`src/rtl/rmii_rx_pkg.sv`:
```
package rmii_rx_pkg;

  typedef enum logic [1:0] {
    RX_IDLE = 2'd0,
    RX_HUNT = 2'd1,
    RX_PRE  = 2'd2,
    RX_DATA = 2'd3
  } rx_state_e;

  localparam logic [1:0] DIBIT_PREAMBLE = 2'b01;
  localparam logic [1:0] DIBIT_SFD_TAIL = 2'b11;

  function automatic logic is_preamble(input logic [1:0] d);
    return d == DIBIT_PREAMBLE;
  endfunction

  function automatic logic is_sfd_tail(input logic [1:0] d);
    return d == DIBIT_SFD_TAIL;
  endfunction

endpackage

```
`src/rtl/rmii_rx_framer.sv`:
```
module rmii_rx_framer
  import rmii_rx_pkg::*;
(
  input  logic       clk,
  input  logic       rst_n,
  input  logic       crs_dv,
  input  logic [1:0] rxd,
  output logic       frame_start,
  output logic       sfd_hit,
  output logic       dibit_en,
  output logic       frame_end
);

  rx_state_e st_q, st_d;

  always_comb begin
    st_d        = st_q;
    frame_start = 1'b0;
    sfd_hit     = 1'b0;
    dibit_en    = 1'b0;
    frame_end   = 1'b0;
    unique case (st_q)
      RX_IDLE: begin
        if (crs_dv) begin
          frame_start = 1'b1;
          st_d = is_preamble(rxd) ? RX_PRE : RX_HUNT;
        end
      end
      RX_HUNT: begin
        if (!crs_dv)               st_d = RX_IDLE;
        else if (is_preamble(rxd)) st_d = RX_PRE;
      end
      RX_PRE: begin
        if (!crs_dv) begin
          st_d = RX_IDLE;
        end else if (is_sfd_tail(rxd)) begin
          sfd_hit = 1'b1;
          st_d    = RX_DATA;
        end else if (!is_preamble(rxd)) begin
          st_d = RX_HUNT;
        end
      end
      RX_DATA: begin
        if (!crs_dv) begin
          frame_end = 1'b1;
          st_d      = RX_IDLE;
        end else begin
          dibit_en = 1'b1;
        end
      end
      default: st_d = RX_IDLE;
    endcase
  end

  always_ff @(posedge clk) begin
    if (!rst_n) st_q <= RX_IDLE;
    else        st_q <= st_d;
  end


  end_needs_data_chk: assert property (@(posedge clk) disable iff (!rst_n)
    frame_end |-> $past(st_d == RX_DATA));


  data_follows_sfd_chk: assert property (@(posedge clk) disable iff (!rst_n)
    sfd_hit |=> (dibit_en || frame_end));

endmodule

```
`src/rtl/rmii_rx_packer.sv`:
```
module rmii_rx_packer #(
  parameter int BYTE_W = 8
) (
  input  logic              clk,
  input  logic              rst_n,
  input  logic [1:0]        rxd,
  input  logic              sfd_hit,
  input  logic              dibit_en,
  output logic [BYTE_W-1:0] byte_q,
  output logic              byte_valid,
  output logic              sof,
  output logic              partial
);

  localparam int DPB   = BYTE_W / 2;
  localparam int CNT_W = $clog2(DPB);
  localparam logic [CNT_W-1:0] LAST_SLOT = CNT_W'(DPB - 1);

  logic [CNT_W-1:0]  cnt_q;
  logic [BYTE_W-1:0] acc_q;
  logic              first_q;
  logic              byte_done;
  logic [BYTE_W-1:0] acc_next;

  function automatic logic [BYTE_W-1:0] place_dibit(
    input logic [BYTE_W-1:0] acc,
    input logic [CNT_W-1:0]  slot,
    input logic [1:0]        d
  );
    logic [BYTE_W-1:0] r;
    r = acc;
    r[{slot, 1'b0} +: 2] = d;
    return r;
  endfunction

  assign byte_done = dibit_en && (cnt_q == LAST_SLOT);
  assign acc_next  = place_dibit(acc_q, cnt_q, rxd);
  assign partial   = (cnt_q != '0);

  always_ff @(posedge clk) begin
    if (!rst_n) begin
      cnt_q      <= '0;
      acc_q      <= '0;
      first_q    <= 1'b0;
      byte_q     <= '0;
      byte_valid <= 1'b0;
      sof        <= 1'b0;
    end else begin
      byte_valid <= 1'b0;
      sof        <= 1'b0;
      if (sfd_hit) begin
        cnt_q   <= '0;
        acc_q   <= '0;
        first_q <= 1'b1;
      end else if (dibit_en) begin
        acc_q <= acc_next;
        if (byte_done) begin
          byte_q     <= acc_next;
          byte_valid <= 1'b1;
          sof        <= first_q;
          first_q    <= 1'b0;
          cnt_q      <= '0;
        end else begin
          cnt_q <= cnt_q + 1'b1;
        end
      end
    end
  end


  strobe_single_chk: assert property (@(posedge clk) disable iff (!rst_n)
    byte_valid |=> !byte_valid);


  partial_tracks_chk: assert property (@(posedge clk) disable iff (!rst_n)
    (dibit_en && !byte_done && !sfd_hit) |=> partial);

endmodule

```
`src/rtl/rmii_rx_errtrack.sv`:
```
module rmii_rx_errtrack (
  input  logic clk,
  input  logic rst_n,
  input  logic crs_dv,
  input  logic rx_er,
  input  logic frame_start,
  output logic err_sticky
);

  always_ff @(posedge clk) begin
    if (!rst_n)                err_sticky <= 1'b0;
    else if (frame_start)      err_sticky <= rx_er;
    else if (crs_dv && rx_er)  err_sticky <= 1'b1;
  end


  err_cleared_chk: assert property (@(posedge clk) disable iff (!rst_n)
    (frame_start && !rx_er) |=> !err_sticky);


  err_held_chk: assert property (@(posedge clk) disable iff (!rst_n)
    (err_sticky && !frame_start) |=> err_sticky);

endmodule

```
`src/rtl/rmii_rx_assembler.sv`:
```
module rmii_rx_assembler #(
  parameter int BYTE_W = 8
) (
  input  logic              clk,
  input  logic              rst_n,
  input  logic              crs_dv,
  input  logic [1:0]        rxd,
  input  logic              rx_er,
  output logic [BYTE_W-1:0] rx_byte,
  output logic              byte_valid,
  output logic              sof,
  output logic              eof,
  output logic              rx_err,
  output logic              align_err
);

  logic frame_start;
  logic sfd_hit;
  logic dibit_en;
  logic frame_end;
  logic partial;
  logic err_sticky;

  rmii_rx_framer u_framer (
    .clk         (clk),
    .rst_n       (rst_n),
    .crs_dv      (crs_dv),
    .rxd         (rxd),
    .frame_start (frame_start),
    .sfd_hit     (sfd_hit),
    .dibit_en    (dibit_en),
    .frame_end   (frame_end)
  );

  rmii_rx_packer #(.BYTE_W(BYTE_W)) u_packer (
    .clk        (clk),
    .rst_n      (rst_n),
    .rxd        (rxd),
    .sfd_hit    (sfd_hit),
    .dibit_en   (dibit_en),
    .byte_q     (rx_byte),
    .byte_valid (byte_valid),
    .sof        (sof),
    .partial    (partial)
  );

  rmii_rx_errtrack u_err (
    .clk         (clk),
    .rst_n       (rst_n),
    .crs_dv      (crs_dv),
    .rx_er       (rx_er),
    .frame_start (frame_start),
    .err_sticky  (err_sticky)
  );

  always_ff @(posedge clk) begin
    if (!rst_n) begin
      eof       <= 1'b0;
      rx_err    <= 1'b0;
      align_err <= 1'b0;
    end else begin
      eof       <= frame_end;
      rx_err    <= frame_end && err_sticky;
      align_err <= frame_end && partial;
    end
  end


  eof_single_chk: assert property (@(posedge clk) disable iff (!rst_n)
    eof |=> !eof);


  eof_byte_apart_chk: assert property (@(posedge clk) disable iff (!rst_n)
    !(eof && byte_valid));


  sof_with_byte_chk: assert property (@(posedge clk) disable iff (!rst_n)
    sof |-> byte_valid);


  align_with_eof_chk: assert property (@(posedge clk) disable iff (!rst_n)
    align_err |-> eof);


  err_with_eof_chk: assert property (@(posedge clk) disable iff (!rst_n)
    rx_err |-> eof);

endmodule

```
`config.mk`:
```
export PLATFORM = sky130hd
export DESIGN_NAME = rmii_rx_assembler
export DESIGN_NICKNAME = d
export VERILOG_FILES = /design/src/rtl/rmii_rx_pkg.sv /design/src/rtl/rmii_rx_framer.sv /design/src/rtl/rmii_rx_packer.sv /design/src/rtl/rmii_rx_errtrack.sv /design/src/rtl/rmii_rx_assembler.sv
export SDC_FILE = /design/constraint.sdc
export NUM_CORES = 1
export LEC_CHECK = 0
export BUFFER_PORTS_ARGS = -buffer_cell sky130_fd_sc_hd__buf_2
export CORE_ASPECT_RATIO = 2
export CORE_MARGIN = 8
export CORE_UTILIZATION = 38
export CTS_CLUSTER_DIAMETER = 40
export CTS_CLUSTER_SIZE = 16
export DETAILED_ROUTE_END_ITERATION = 8
export GPL_TIMING_DRIVEN = 0
export PLACE_DENSITY_LB_ADDON = 0.12
export SLEW_MARGIN = 20
export SYNTH_ARGS = -nofsm -noshare
export SYNTH_HDL_FRONTEND = slang
export SYNTH_SLANG_ARGS = --single-unit
```
`constraint.sdc`:
```
create_clock -name clk -period 2 [get_ports clk]
set_input_delay 0.2 -clock clk [delete_from_list [all_inputs] [get_ports clk]]
set_output_delay 0.2 -clock clk [all_outputs]
set_load 0.03 [all_outputs]
```
==> flow_metrics.env, run 1 <==
export IMPL_worst_r2r_setup_slack_ns=0.25
export IMPL_num_fill_cells=295
export IMPL_drt_iter0_markers=14
export IMPL_pwr_density_cell_mw_per_mm2=654
export IMPL_diodes=0
export IMPL_start_util_pct=38.8
export IMPL_drc=0
export IMPL_fin_hold_ws_ns=0.172
export IMPL_ys_warn_count=0
export IMPL_ant_nets=0
export IMPL_mostFrequentLayoutCell="dfxtp_1"
export IMPL_tightestPinTransition_ns=0.437
export IMPL_hold_viol=0
export IMPL_clock_sinks=25
export IMPL_setup_slack_ns=0.246
export IMPL_p_leak_nw=0.541
export IMPL_use_met2_pct=19.0
export IMPL_io_pins=19
export IMPL_cts_buffer_depth=2
export IMPL_synthesis_area_mm2=0.00113
export IMPL_arrival_ns=1.91
export IMPL_ys_seq_area_share_pct=44.3
export IMPL_fin_tns_setup_ns=0
export IMPL_syn_inst=118
export IMPL_finalCritPeriodShare_pct=87.7
export IMPL_dp_hpwl_um=1930
export IMPL_area_delta_synth_final_pct=14.9
export IMPL_synth_seq_cells=25
export IMPL_ir_worst_vdd_v=0.000394
export IMPL_hold_path_class="in -> reg"
export IMPL_avgSynthCellArea_um2=9.56
export IMPL_gr_max_usage_layer="met2"
export IMPL_grt_max_degree=14
export IMPL_mostFrequentLayoutCells="dfxtp_1 (25), buf_2 (18), nor2_1 (11), nand2_1 (8)"
export IMPL_grt_pass1_vias=932
export IMPL_fin_util_pct=44.6
export IMPL_startpoint_type="register"
export IMPL_die_area_mm2=0.00508
export IMPL_wl_um=2510
export IMPL_crit_type="reg -> reg"
export IMPL_grt_pass1_wl_um=4310
export IMPL_pre_cts_ws_ns=0.245
export IMPL_routed_via_density=5.36
export IMPL_antenna_found_initial=0
export IMPL_slew_violations=0
export IMPL_wire_per_inst_um=14.9
export IMPL_rsz0062_at_grt="no"
export IMPL_worst_setup_path_end_kind="register"
export IMPL_crit_path_max_fanout=9
export IMPL_grtUsageMet3_pct=2.38
export IMPL_syn_nets=129
export IMPL_period_needed_ns=1.75
export IMPL_core_area_mm2=0.00291
export IMPL_cts_tree="built"
export IMPL_clock_skew_ns=0.00371
export IMPL_clk_pin_slew_worst_paths_ns=0.08
export IMPL_cts_setup_buffers=0
export IMPL_fmax_mhz=570
export IMPL_drive_gt1_share_pct=25.2
export IMPL_maxSlewHeadroom_pct=70.9
export IMPL_h_tree_depth=1
export IMPL_cts_made_buffers=3
export IMPL_final_nets=151
export IMPL_grt_use_met1_pct=12.3
export IMPL_die_y_um=93.1
export IMPL_maxCapViolations=0
export IMPL_io_buffers=17
export IMPL_cp_required_ns=2.16
export IMPL_grtUsageTotal_pct=11.1
export IMPL_grt_overflow_total=0
export IMPL_synth_cell_types=37
export IMPL_power_total_uw=847
export IMPL_cts_repair_resized=0
export IMPL_cts_hold_buffers=0
export IMPL_drtPass1Iterations=4
export IMPL_setup_viol=0
export IMPL_vias=906
export IMPL_globalplace_congestion=0.816
export IMPL_rows=28
export IMPL_clockRootBuffer="clkbuf_8"
export IMPL_die_width_um=54.5
export IMPL_status="complete, no violations"
export IMPL_insertion_delay_ns=0.27
-- worst max-delay path, cell delays in order, from the launching register on --
cell and delay, ns:
dfxtp_1 0.50, inv_1 0.14, ha_1 0.37, and4bb_2 0.29, a221oi_1 0.27, nor2_1 0.08
-- final timing paths --
kind,from,endpoint,cells past startpoint
max,u_packer.cnt_q[0]$_SDFFE_PP0N_,u_packer.byte_q[4]$_SDFFE_PN0P_,5
min,rx_er,u_err.err_sticky$_SDFFE_PN0P_,3
max reg2reg,u_packer.cnt_q[0]$_SDFFE_PP0N_,u_packer.byte_q[4]$_SDFFE_PN0P_,5
min reg2reg,u_packer.first_q$_SDFFE_PN0P_,u_packer.sof$_SDFF_PP0_,2
-- metrics by stage --
step | instance area [µm²] | instances
after floorplan | 1130 | 118
after global placement | 1250 | 165
after detailed placement | 1250 | 165
after global routing | 1300 | 169
final | 1300 | 169
after CTS | 1300 | 169
-- sequential cells by signal, indices dropped and copies added, names as in the netlist --
name,cells
u_packer.cnt_q,2
u_packer.acc_q,6
eof,1
u_packer.sof,1
rx_err,1
u_err.err_sticky,1
u_framer.st_q,2
u_packer.first_q,1
u_packer.byte_valid,1
align_err,1
u_packer.byte_q,8
-- Yosys cell counts --
| master | number | area, µm² |
|---|---|---|
| and2_1 | 2 | 12.5 |
| nor3b_2 | 1 | 12.5 |
| a211oi_1 | 2 | 15.0 |
| nand3_2 | 1 | 10.0 |
| nand3_4 | 1 | 17.5 |
| a31oi_1 | 3 | 18.8 |
| nand2b_1 | 1 | 6.26 |
| clkbuf_1 | 1 | 3.75 |
| a221oi_1 | 4 | 35.0 |
| a21boi_2 | 1 | 11.3 |
| and3b_1 | 2 | 17.5 |
| o21ai_0 | 6 | 30.0 |
| or3_1 | 1 | 6.26 |
| nand2_1 | 8 | 30.0 |
| buf_6 | 3 | 33.8 |
| o21ai_2 | 1 | 8.76 |
| a21boi_0 | 1 | 7.51 |
| buf_4 | 2 | 15.0 |
| a32oi_1 | 4 | 35.0 |
| nor3_1 | 1 | 5.00 |
| dfxtp_1 | 25 | 500 |
| inv_1 | 6 | 22.5 |
| nor2_1 | 11 | 41.3 |
| nand3b_1 | 1 | 7.51 |
| buf_2 | 1 | 5.00 |
| and3_1 | 1 | 6.26 |
| nor2b_1 | 5 | 31.3 |
| nand4_1 | 2 | 12.5 |
| nand3_1 | 2 | 10.0 |
| a21oi_1 | 5 | 25.0 |
| o22ai_1 | 1 | 6.26 |
| and4bb_2 | 2 | 25.0 |
| and4_4 | 1 | 11.3 |
| a21boi_1 | 1 | 7.51 |
| o21ai_1 | 2 | 10.0 |
| ha_1 | 5 | 62.6 |
| nand4_2 | 1 | 12.5 |
-- cell type report --
cell class	count	area [µm²]	share of cell area, %
multi-input cells	80	548	42.3
flip-flops and latches	25	500	38.6
repair buffers	17	85.1	6.56
plain buffers	7	57.6	4.44
clock buffers	4	45.0	3.47
well taps	30	37.5	2.90
inverters	6	22.5	1.74
-- cells by family after synthesis --
family                     share of synthesized area, %
and+or+nand+nor                                    24.4
DFF                                                44.3
buffers and inverters                              7.09
AOI/OAI and AO/OA                                  18.6
adders and majority gates                          5.54
-- report_power, final --
part | internal, mW | switching, mW | leakage, nW
Combinational | 0.0166 | 0.0294 | 0.316
Sequential | 0.501 | 0.00142 | 0.202
Clock | 0.142 | 0.157 | 0.0228
-- metal layers --
layer / wire length [µm] / vias up
met1: 1020 / 428
met3: 105 / 2
met4: 26 / 0
met5: 0 / -
li1: - / 463
met2: 1360 / 13
(Power assumes the default switching activity.)
==> run 2, diff against run 1 <==
CORE_ASPECT_RATIO = 1.75   (was 2)
==> run 2 against run 1 <==
  * Via count up 2.2%
  * Wire length grew 2.1%
  * Sequential power hardly changed
  * Clock-buffer cell count unchanged
  * Register-to-register slack barely moved
  * Setup slack gained 0.0039 ns
  * Design area is 0.19% lower
  * Flip-flop and latch count unchanged
==> flow_metrics.env, run 2 (same netlist as run 1, synthesis figures left out) <==
export IMPL_clock_skew_ns=0.00356
export IMPL_ant_nets=0
export IMPL_fmax_mhz=571
export IMPL_maxSlewHeadroom_pct=71.5
export IMPL_mostFrequentLayoutCell="dfxtp_1"
export IMPL_maxCapViolations=0
export IMPL_cts_repair_resized=0
export IMPL_top_register="u_packer.byte_q"
export IMPL_io_buffers=17
export IMPL_fin_tns_setup_ns=0
export IMPL_pre_cts_ws_ns=0.257
export IMPL_largest_reg_flops=8
export IMPL_grt_max_degree=14
export IMPL_worst_setup_path_end_kind="register"
export IMPL_num_fill_cells=303
export IMPL_drive_gt1_share_pct=25.2
export IMPL_use_met2_pct=19.0
export IMPL_status="complete, no violations"
export IMPL_mostFrequentLayoutCells="dfxtp_1 (25), buf_2 (18), nor2_1 (11), nand2_1 (8)"
export IMPL_die_area_mm2=0.00504
export IMPL_crit_path_max_fanout=9
export IMPL_arrival_ns=1.91
export IMPL_hold_viol=0
export IMPL_top_regs="u_packer.byte_q (8), u_packer.acc_q (6)"
export IMPL_finalCritPeriodShare_pct=87.5
export IMPL_pwr_density_cell_mw_per_mm2=654
export IMPL_grt_use_met1_pct=11.9
export IMPL_drtPass1Iterations=4
export IMPL_hold_path_class="in -> reg"
export IMPL_finalInstanceArea_mm2=0.00129
export IMPL_rsz0062_at_grt="no"
export IMPL_period_needed_ns=1.75
export IMPL_clk_pin_slew_worst_paths_ns=0.08
export IMPL_grt_pass1_wl_um=4380
export IMPL_cts_made_buffers=3
export IMPL_ir_worst_vdd_v=0.000494
export IMPL_dp_hpwl_um=1940
export IMPL_die_width_um=57.2
export IMPL_vias=926
export IMPL_wl_um=2560
export IMPL_fin_util_pct=45.2
export IMPL_grtUsageTotal_pct=10.9
export IMPL_final_nets=151
export IMPL_grtUsageMet3_pct=2.32
export IMPL_cts_hold_buffers=0
export IMPL_cp_required_ns=2.16
export IMPL_start_util_pct=39.4
export IMPL_clockRootBuffer="clkbuf_8"
export IMPL_gr_max_usage_layer="met2"
export IMPL_fin_hold_ws_ns=0.184
export IMPL_cts_buffer_depth=2
export IMPL_h_tree_depth=1
export IMPL_setup_viol=0
export IMPL_grt_overflow_total=0
export IMPL_crit_type="reg -> reg"
export IMPL_core_area_mm2=0.00286
export IMPL_grt_pass1_vias=948
export IMPL_io_pins=19
export IMPL_antenna_found_initial=0
export IMPL_diodes=0
export IMPL_wire_per_inst_um=15.3
export IMPL_setup_slack_ns=0.250
export IMPL_rows=26
export IMPL_routed_via_density=5.54
export IMPL_place_area_mm2=0.00125
export IMPL_drc=0
export IMPL_area_delta_synth_final_pct=14.6
export IMPL_cts_tree="built"
export IMPL_cts_setup_buffers=0
export IMPL_tightestPinTransition_ns=0.428
export IMPL_clock_sinks=25
export IMPL_slew_violations=0
export IMPL_globalplace_congestion=0.817
export IMPL_p_leak_nw=0.541
export IMPL_startpoint_type="register"
export IMPL_die_y_um=88.1
export IMPL_insertion_delay_ns=0.27
export IMPL_drt_iter0_markers=25
[run 2: cell counts in the layout (fill, tap and decap cells not counted)]
No cell type changed its count.
[run 2: through the flow]
stage          instances  power [mW]
3_3_place_gp         163       0.560
6_report             167       0.846
2_1_floorplan        118       0.543
5_1_grt              167       0.878
4_1_cts              167       0.858
3_5_place_dp         163       0.561
[run 2: worst paths after layout]
check                                                     start                               to  slack (ns)  cells after the start
worst max-delay path             u_packer.cnt_q[0]$_SDFFE_PP0N_  u_packer.byte_q[4]$_SDFFE_PN0P_        0.25                      5
worst min-delay path                                      rx_er    u_err.err_sticky$_SDFFE_PN0P_        0.18                      3
worst max register to register   u_packer.cnt_q[0]$_SDFFE_PP0N_  u_packer.byte_q[4]$_SDFFE_PN0P_        0.25                      5
worst min register to register  u_packer.byte_q[7]$_SDFFE_PN0P_  u_packer.byte_q[7]$_SDFFE_PN0P_        0.46                      2
[run 2: report_power, final]
group          switching, mW  total [mW]  internal (mW)  leakage (nW)
clock network          0.155       0.297          0.142        0.0228
registers            0.00142       0.502          0.501         0.202
logic                 0.0298      0.0464         0.0166         0.316
total                  0.186       0.846          0.660         0.541
[run 2: area by class of cell]
cell class / instances / area, µm² / share of cell area (%)
inverters: 6 / 22.5 / 1.74
well taps: 28 / 35.0 / 2.71
clock buffers: 4 / 45.0 / 3.48
repair buffers: 17 / 85.1 / 6.58
multi-input cells: 80 / 548 / 42.4
plain buffers: 7 / 57.6 / 4.45
flip-flops and latches: 25 / 500 / 38.7
[run 2: worst max-delay path: stages, from the launching register on]
cell and delay [ns]:
dfxtp_1 0.50, inv_1 0.14, ha_1 0.37, and4bb_2 0.28, a221oi_1 0.28, nor2_1 0.08
[run 2: metal layers]
layer  wire [µm]  part of all wire [%]
met5           0                     0
met2        1300                    51
met3          90                   3.5
met4          69                   2.7
met1        1100                    43
